`src/rtl/nocin_pkg.sv`:
```
package nocin_pkg;
  typedef enum logic [0:0] {
    IN_IDLE = 1'b0,
    IN_XFER = 1'b1
  } intake_st_t;
endpackage

```
`src/rtl/nocin_intake.sv`:
```
module nocin_intake
  import nocin_pkg::*;
#(
  parameter int PKT_W = 40
) (
  input  logic             clk_i,
  input  logic             rst_i,
  input  logic             req_i,
  input  logic [PKT_W-1:0] pkt_i,
  input  logic             space_ok_i,
  output logic             ack_o,
  output logic             wr_fire_o,
  output logic [PKT_W-1:0] wr_pkt_o
);
  intake_st_t st_q;
  logic       ack_q;

  assign wr_fire_o = (st_q == IN_IDLE) && req_i && space_ok_i;
  assign wr_pkt_o  = pkt_i;
  assign ack_o     = ack_q;

  always_ff @(posedge clk_i) begin
    if (rst_i) begin
      st_q  <= IN_IDLE;
      ack_q <= 1'b0;
    end else begin
      case (st_q)
        IN_IDLE: if (wr_fire_o) begin
          st_q  <= IN_XFER;
          ack_q <= 1'b1;
        end
        IN_XFER: if (!req_i) begin
          st_q  <= IN_IDLE;
          ack_q <= 1'b0;
        end
        default: begin
          st_q  <= IN_IDLE;
          ack_q <= 1'b0;
        end
      endcase
    end
  end


  ack_after_write_chk: assert property (@(posedge clk_i) disable iff (rst_i)
    wr_fire_o |=> ack_o);

  ack_held_chk: assert property (@(posedge clk_i) disable iff (rst_i)
    (ack_o && req_i) |=> ack_o);

  ack_fall_chk: assert property (@(posedge clk_i) disable iff (rst_i)
    $fell(ack_o) |-> !$past(req_i));

  one_per_hs_chk: assert property (@(posedge clk_i) disable iff (rst_i)
    ack_o |-> !wr_fire_o);
endmodule

```
`src/rtl/nocin_store.sv`:
```
module nocin_store #(
  parameter int PKT_W = 40,
  parameter int DEPTH = 4,
  localparam int AW   = $clog2(DEPTH)
) (
  input  logic             clk_i,
  input  logic             wr_en_i,
  input  logic [AW-1:0]    wr_addr_i,
  input  logic [PKT_W-1:0] wr_data_i,
  input  logic [AW-1:0]    rd_addr_i,
  output logic [PKT_W-1:0] rd_data_o
);
  logic [PKT_W-1:0] mem [DEPTH];

  for (genvar g = 0; g < DEPTH; g++) begin : g_slot
    always_ff @(posedge clk_i) begin
      if (wr_en_i && (wr_addr_i == AW'(g))) mem[g] <= wr_data_i;
    end
  end

  assign rd_data_o = mem[rd_addr_i];
endmodule

```
`src/rtl/nocin_ctrl.sv`:
```
module nocin_ctrl #(
  parameter int DEPTH  = 4,
  localparam int AW    = $clog2(DEPTH),
  localparam int CNT_W = AW + 1
) (
  input  logic          clk_i,
  input  logic          rst_i,
  input  logic          wr_fire_i,
  input  logic          rd_req_i,
  output logic          rd_fire_o,
  output logic [AW-1:0] wr_addr_o,
  output logic [AW-1:0] rd_addr_o,
  output logic          empty_o,
  output logic          full_o,
  output logic          ready_o
);
  localparam logic [CNT_W-1:0] LIMIT = CNT_W'(DEPTH);

  logic [CNT_W-1:0] wcnt_q, rcnt_q, wcnt_d, rcnt_d;
  logic             empty_q, full_q, ready_q;

  function automatic logic [CNT_W-1:0] fill_level(input logic [CNT_W-1:0] w,
                                                  input logic [CNT_W-1:0] r);
    return w - r;
  endfunction

  function automatic logic is_full(input logic [CNT_W-1:0] w,
                                   input logic [CNT_W-1:0] r);
    return fill_level(w, r) == LIMIT;
  endfunction

  assign rd_fire_o = rd_req_i && !empty_q;
  assign wcnt_d    = wcnt_q + CNT_W'(wr_fire_i);
  assign rcnt_d    = rcnt_q + CNT_W'(rd_fire_o);
  assign wr_addr_o = wcnt_q[AW-1:0];
  assign rd_addr_o = rcnt_q[AW-1:0];
  assign empty_o   = empty_q;
  assign full_o    = full_q;
  assign ready_o   = ready_q;

  always_ff @(posedge clk_i) begin
    if (rst_i) begin
      wcnt_q  <= '0;
      rcnt_q  <= '0;
      empty_q <= 1'b1;
      full_q  <= 1'b0;
      ready_q <= 1'b1;
    end else begin
      wcnt_q  <= wcnt_d;
      rcnt_q  <= rcnt_d;
      empty_q <= (wcnt_d == rcnt_d);
      full_q  <= is_full(wcnt_d, rcnt_d);
      ready_q <= !(wr_fire_i || rd_fire_o);
    end
  end


  flags_excl_chk: assert property (@(posedge clk_i) disable iff (rst_i)
    !(empty_o && full_o));

  no_overflow_chk: assert property (@(posedge clk_i) disable iff (rst_i)
    wr_fire_i |-> !full_o);

  empty_read_chk: assert property (@(posedge clk_i) disable iff (rst_i)
    (rd_req_i && empty_o && !wr_fire_i) |=> (empty_o && $stable(rcnt_q)));

  busy_chk: assert property (@(posedge clk_i) disable iff (rst_i)
    (wr_fire_i || rd_fire_o) |=> !ready_o);

  level_bound_chk: assert property (@(posedge clk_i) disable iff (rst_i)
    fill_level(wcnt_q, rcnt_q) <= LIMIT);
endmodule

```
`src/rtl/nocin_channel.sv`:
```
module nocin_channel #(
  parameter int PKT_W  = 40,
  parameter int ADDR_W = 3,
  parameter int DEPTH  = 4,
  localparam int AW    = $clog2(DEPTH)
) (
  input  logic              clk_i,
  input  logic              rst_i,
  input  logic              req_i,
  input  logic [PKT_W-1:0]  pkt_i,
  output logic              ack_o,
  input  logic              rd_i,
  output logic [PKT_W-1:0]  rd_data_o,
  output logic              rd_valid_o,
  output logic              empty_o,
  output logic              full_o,
  output logic              ready_o,
  output logic [ADDR_W-1:0] head_src_o,
  output logic [ADDR_W-1:0] head_dst_o
);
  logic             wr_fire, rd_fire, space_ok;
  logic [PKT_W-1:0] wr_pkt, head_pkt;
  logic [AW-1:0]    wr_addr, rd_addr;
  logic [PKT_W-1:0] rd_data_q;
  logic             rd_valid_q;

  assign space_ok = ready_o && !full_o;

  nocin_intake #(.PKT_W(PKT_W)) u_intake (
    .clk_i(clk_i), .rst_i(rst_i), .req_i(req_i), .pkt_i(pkt_i),
    .space_ok_i(space_ok), .ack_o(ack_o), .wr_fire_o(wr_fire), .wr_pkt_o(wr_pkt)
  );

  nocin_ctrl #(.DEPTH(DEPTH)) u_ctrl (
    .clk_i(clk_i), .rst_i(rst_i), .wr_fire_i(wr_fire), .rd_req_i(rd_i),
    .rd_fire_o(rd_fire), .wr_addr_o(wr_addr), .rd_addr_o(rd_addr),
    .empty_o(empty_o), .full_o(full_o), .ready_o(ready_o)
  );

  nocin_store #(.PKT_W(PKT_W), .DEPTH(DEPTH)) u_store (
    .clk_i(clk_i), .wr_en_i(wr_fire), .wr_addr_i(wr_addr), .wr_data_i(wr_pkt),
    .rd_addr_i(rd_addr), .rd_data_o(head_pkt)
  );

  always_ff @(posedge clk_i) begin
    if (rst_i) begin
      rd_valid_q <= 1'b0;
      rd_data_q  <= '0;
    end else begin
      rd_valid_q <= rd_fire;
      if (rd_fire) rd_data_q <= head_pkt;
    end
  end

  assign rd_valid_o = rd_valid_q;
  assign rd_data_o  = rd_data_q;
  assign head_src_o = empty_o ? '0 : head_pkt[PKT_W-1 -: ADDR_W];
  assign head_dst_o = empty_o ? '0 : head_pkt[PKT_W-1-ADDR_W -: ADDR_W];


  read_valid_chk: assert property (@(posedge clk_i) disable iff (rst_i)
    (rd_i && !empty_o) |=> rd_valid_o);

  head_blank_chk: assert property (@(posedge clk_i) disable iff (rst_i)
    empty_o |-> (head_src_o == '0 && head_dst_o == '0));
endmodule

```
`config.mk`:
```
export PLATFORM = sky130hd
export DESIGN_NAME = nocin_channel
export DESIGN_NICKNAME = d
export VERILOG_FILES = /design/src/rtl/nocin_pkg.sv /design/src/rtl/nocin_intake.sv /design/src/rtl/nocin_store.sv /design/src/rtl/nocin_ctrl.sv /design/src/rtl/nocin_channel.sv
export SDC_FILE = /design/constraint.sdc
export NUM_CORES = 1
export LEC_CHECK = 0
export ABC_CLOCK_PERIOD_IN_PS = 11000
export BUFFER_PORTS_ARGS = -buffer_cell sky130_fd_sc_hd__buf_2
export CAP_MARGIN = 15
export CORE_MARGIN = 2
export CORE_UTILIZATION = 60
export CTS_CLUSTER_DIAMETER = 40
export DETAILED_ROUTE_END_ITERATION = 6
export GPL_TIMING_DRIVEN = 0
export PLACE_DENSITY = 0.82
export SLEW_MARGIN = 40
export SYNTH_ARGS = -nofsm -noshare
export SYNTH_HDL_FRONTEND = slang
export SYNTH_HIERARCHICAL = 1
export SYNTH_SLANG_ARGS = --single-unit
```
`constraint.sdc`:
```
create_clock -name clk_i -period 11 [get_ports clk_i]
set_input_delay 1.1 -clock clk_i [delete_from_list [all_inputs] [get_ports clk_i]]
set_output_delay 1.1 -clock clk_i [all_outputs]
set_load 0.05 [all_outputs]
```
==> impl_metrics.json <==
{
  "p_switching_uw": 590,
  "power_frac_seq": 0.436,
  "routed_wl_mm": 14.2,
  "synth-main-ff-cell": "edfxtp_1",
  "finalSetupTns_ns": 0,
  "fmax_mhz": 303,
  "clk_pin_slew_ns": 0.06,
  "cts.path.max_buffers": 3,
  "drv_slew": 0,
  "htreeDepth": 1,
  "slew-limit-headroom": 0.634,
  "pwr-share-comb": 0.194,
  "antenna_cells": 0,
  "cellInternalPower_uw": 1620,
  "nFillCells": 785,
  "rows": 42,
  "holdPathStages": 2,
  "post-place-ws_ns": 8.07,
  "synth_nets": 490,
  "hold_start": "u_intake/ack_o",
  "final_nets": 581,
  "cp_slowest_cell": "mux4_2",
  "critPathLaunchType": "flip-flop",
  "grt-ovfl-total": 0,
  "synthArstFlopShare": 0,
  "synthMuxAreaShare": 0.161,
  "ys_seq_area_frac": 0.715,
  "min_to": "u_intake/ack_o",
  "clkSinkCount": 212,
  "max-vdd-ir-drop_v": 0.000156,
  "r2r_setup_slack_ns": 8.65,
  "drc": 0,
  "hold_path.class": "reg2reg",
  "p_sw_frac": 0.267,
  "cp_data_arrival_time_ns": 2.21,
  "power_density_mw_per_mm2": 229,
  "viasPerCell": 5.40,
  "cts_resized": 0,
  "wl_per_cell_um": 19.5,
  "dieWidth_um": 121,
  "yosys.area_share.adder": 0.00765,
  "drive_gt1_frac": 0.377,
  "synthTopCellsByArea": "edfxtp_1 (59%), dfxtp_1 (13%), mux4_2 (11%)",
  "leakagePower_uw": 0.00349,
  "dp_hpwl_mm": 9.10,
  "numCtsBuffers": 25,
  "dr_total_vias": 3923,
  "gp_congestion": 0.794,
  "ctsHoldBuffers": 0,
  "cpLargestDelayFamily": "buffers and inverters",
  "antenna_left": 0,
  "yosysTopAreaCellShare": 0.588,
  "pwr-share-clk": 0.371,
  "cpPeakStageDelay_ns": 0.55,
  "grt_pass1_wl_mm": 22.4,
  "synthSimpleGateAreaFrac": 0.0413,
  "synthesis.area_mm2": 0.00818,
  "drt_iter0_markers": 277,
  "synthXorXnorAreaFrac": 0.00429,
  "fp.dieArea_mm2": 0.0146,
  "die_h_um": 121,
  "hold_viol": 0,
  "grt_use_total": 0.204,
  "required_ns": 9.90,
  "grt_max_degree": 28,
  "skew_ns": 0.0142,
  "synth_area_per_cell_um2": 18.5,
  "path_cells": "buf_4 > buf_6 > buf_12 > mux4_2 > nor2b_1 > buf_2",
  "yosys_warnings": 6,
  "clk-insertion-delay-late_ns": 0.50,
  "start_util": 0.615,
  "synth-seq-cells": 212,
  "worst-setup-path-type": "reg2out",
  "path_max_fanout": 10,
  "setup.worst_path.end_class": "primary output",
  "r2r_start": "u_ctrl/ready_o",
  "io_buffer_count": 54,
  "worst_pin_slew_ns": 0.549,
  "crit_buf_inv": 4,
  "synth_compound_area_frac": 0.00260,
  "rsz0062_at_grt": "false",
  "reg2reg_depth": 7,
  "synthCells": 441,
  "synth_edf_count": 160,
  "synth_top_family_by_area": "multiplexers",
  "drtPass1Iterations": 6,
  "drv_cap": 0,
  "antenna_found_initial": 0,
  "core_mm2": 0.0133,
  "finalCritPeriodShare": 0.301,
  "areaGrowthSynthToFinish_pct": 17.9,
  "post_cts_buffers": 0,
  "setup_viol": 0,
  "synth_cell_type_count": 28,
  "cts_root_buffer": "clkbuf_16",
  "setup_ws_ns": 7.69,
  "status": "complete, no violations",
  "grt_pass1_vias": 4251,
  "synth_top_area_cell": "edfxtp_1",
  "r2r-end": "u_store/mem[0][15]",
  "finalWorstPathRequiredPeriod_ns": 3.31,
  "ioPinCount": 95,
  "cts_tree": "done"
}
==> final cells by class <==
cell class	count	area, µm²	area share
buffer	63	553	0.0574
clock inverter	13	173	0.0179
multi-input combinational	164	1790	0.185
clock buffer	33	676	0.0701
sequential	212	5850	0.606
timing repair buffer	64	379	0.0393
tap	176	220	0.0228
inverter	2	7.51	0.000779
==> worst min-delay path: cells and delay by family (launching register included) <==
family | cells | cell delay (ns)
flip-flops | 1 | 0.31
AO/OA/AOI/OAI | 1 | 0.05
AND/OR/NAND/NOR | 1 | 0.07
==> power by group through the flow <==
stage | combinational (µW) | sequential [µW] | clock [µW]
after CTS | 434 | 963 | 833
after detailed placement | 431 | 978 | 0
after global routing | 455 | 969 | 867
final | 428 | 963 | 819
after global placement | 407 | 979 | 0
after floorplan | 250 | 1060 | 0
==> kinds of logic (layout without fill, tap and decap cells) <==
family,count (synthesis),in the layout
buffers and inverters,65,175
multiplexers,81,81
XOR/XNOR,4,4
AO/OA/AOI/OAI,3,3
flip-flops,212,212
AND/OR/NAND/NOR,71,71
adder cells (fa/ha/maj),5,5
==> cells in the mapped netlist (all sizes together) (3+ instances only) <==
cell type,n
edfxtp,160
buf,59
dfxtp,52
nor2,46
mux2i,40
mux4,40
nor2b,12
ha,5
clkbuf,4
nor3b,3
xnor2,3
==> how the worst max path moves through the flow <==
stage	start	end	slack, ns	depth (start not counted)
floorplan	req_i	u_store/mem[0][0]	6.16	3
CTS	u_ctrl/rcnt_q[0]	head_src_o[1]	7.67	6
global placement	req_i	u_store/mem[0][19]	3.66	4
global route	u_ctrl/rcnt_q[0]	head_src_o[1]	7.58	6
finish	u_ctrl/rcnt_q[0]	head_src_o[1]	7.69	6
detailed placement	req_i	u_store/mem[0][19]	8.07	7
==> state kept, by name, indices dropped and copies added (netlist names), 3 cells and up <==
| signal | count |
|---|---|
| u_store/mem | 160 |
| u_ctrl/rcnt_q | 3 |
| u_ctrl/wcnt_q | 3 |
| rd_data_o | 40 |
==> through the flow <==
stage	area, µm²	hold slack [ns]	total power (µW)	utilization	cells
2_1_floorplan	8180	0.489	1310	-	441
3_3_place_gp	8670	0.457	1390	0.652	671
3_5_place_dp	8790	0.461	1410	0.661	681
4_1_cts	9640	0.473	2230	0.725	727
5_1_grt	9640	0.504	2290	0.725	727
6_report	9640	0.469	2210	0.725	727
==> layer usage <==
layer / wire length, µm / vias to the layer above / GRT usage / part of all wire
met5: 0 / - / 0 / 0
met4: 304 / 0 / 0.0552 / 0.021
met3: 772 / 23 / 0.0410 / 0.054
met2: 7460 / 113 / 0.359 / 0.53
met1: 5630 / 1976 / 0.259 / 0.40
li1: - / 1811 / - / -
==> placed cells by master, fill, tap and decap left out, types with 2 or more instances in the layout <==
master     count
edfxtp_1     160
nor3b_1        2
inv_6          3
ha_1           5
bufinv_16      3
clkinv_4       5
dfxtp_1       52
inv_1          2
clkbuf_16     25
mux4_2        40
nor2_1        46
clkbuf_1      10
and3b_4        2
buf_2         62
mux2i_1       40
clkbuf_8       2
nand2_1        2
buf_4         47
nor2b_1       12
xnor2_1        3
buf_6          3
buf_12        11
Power figures use the tool's default switching activity.
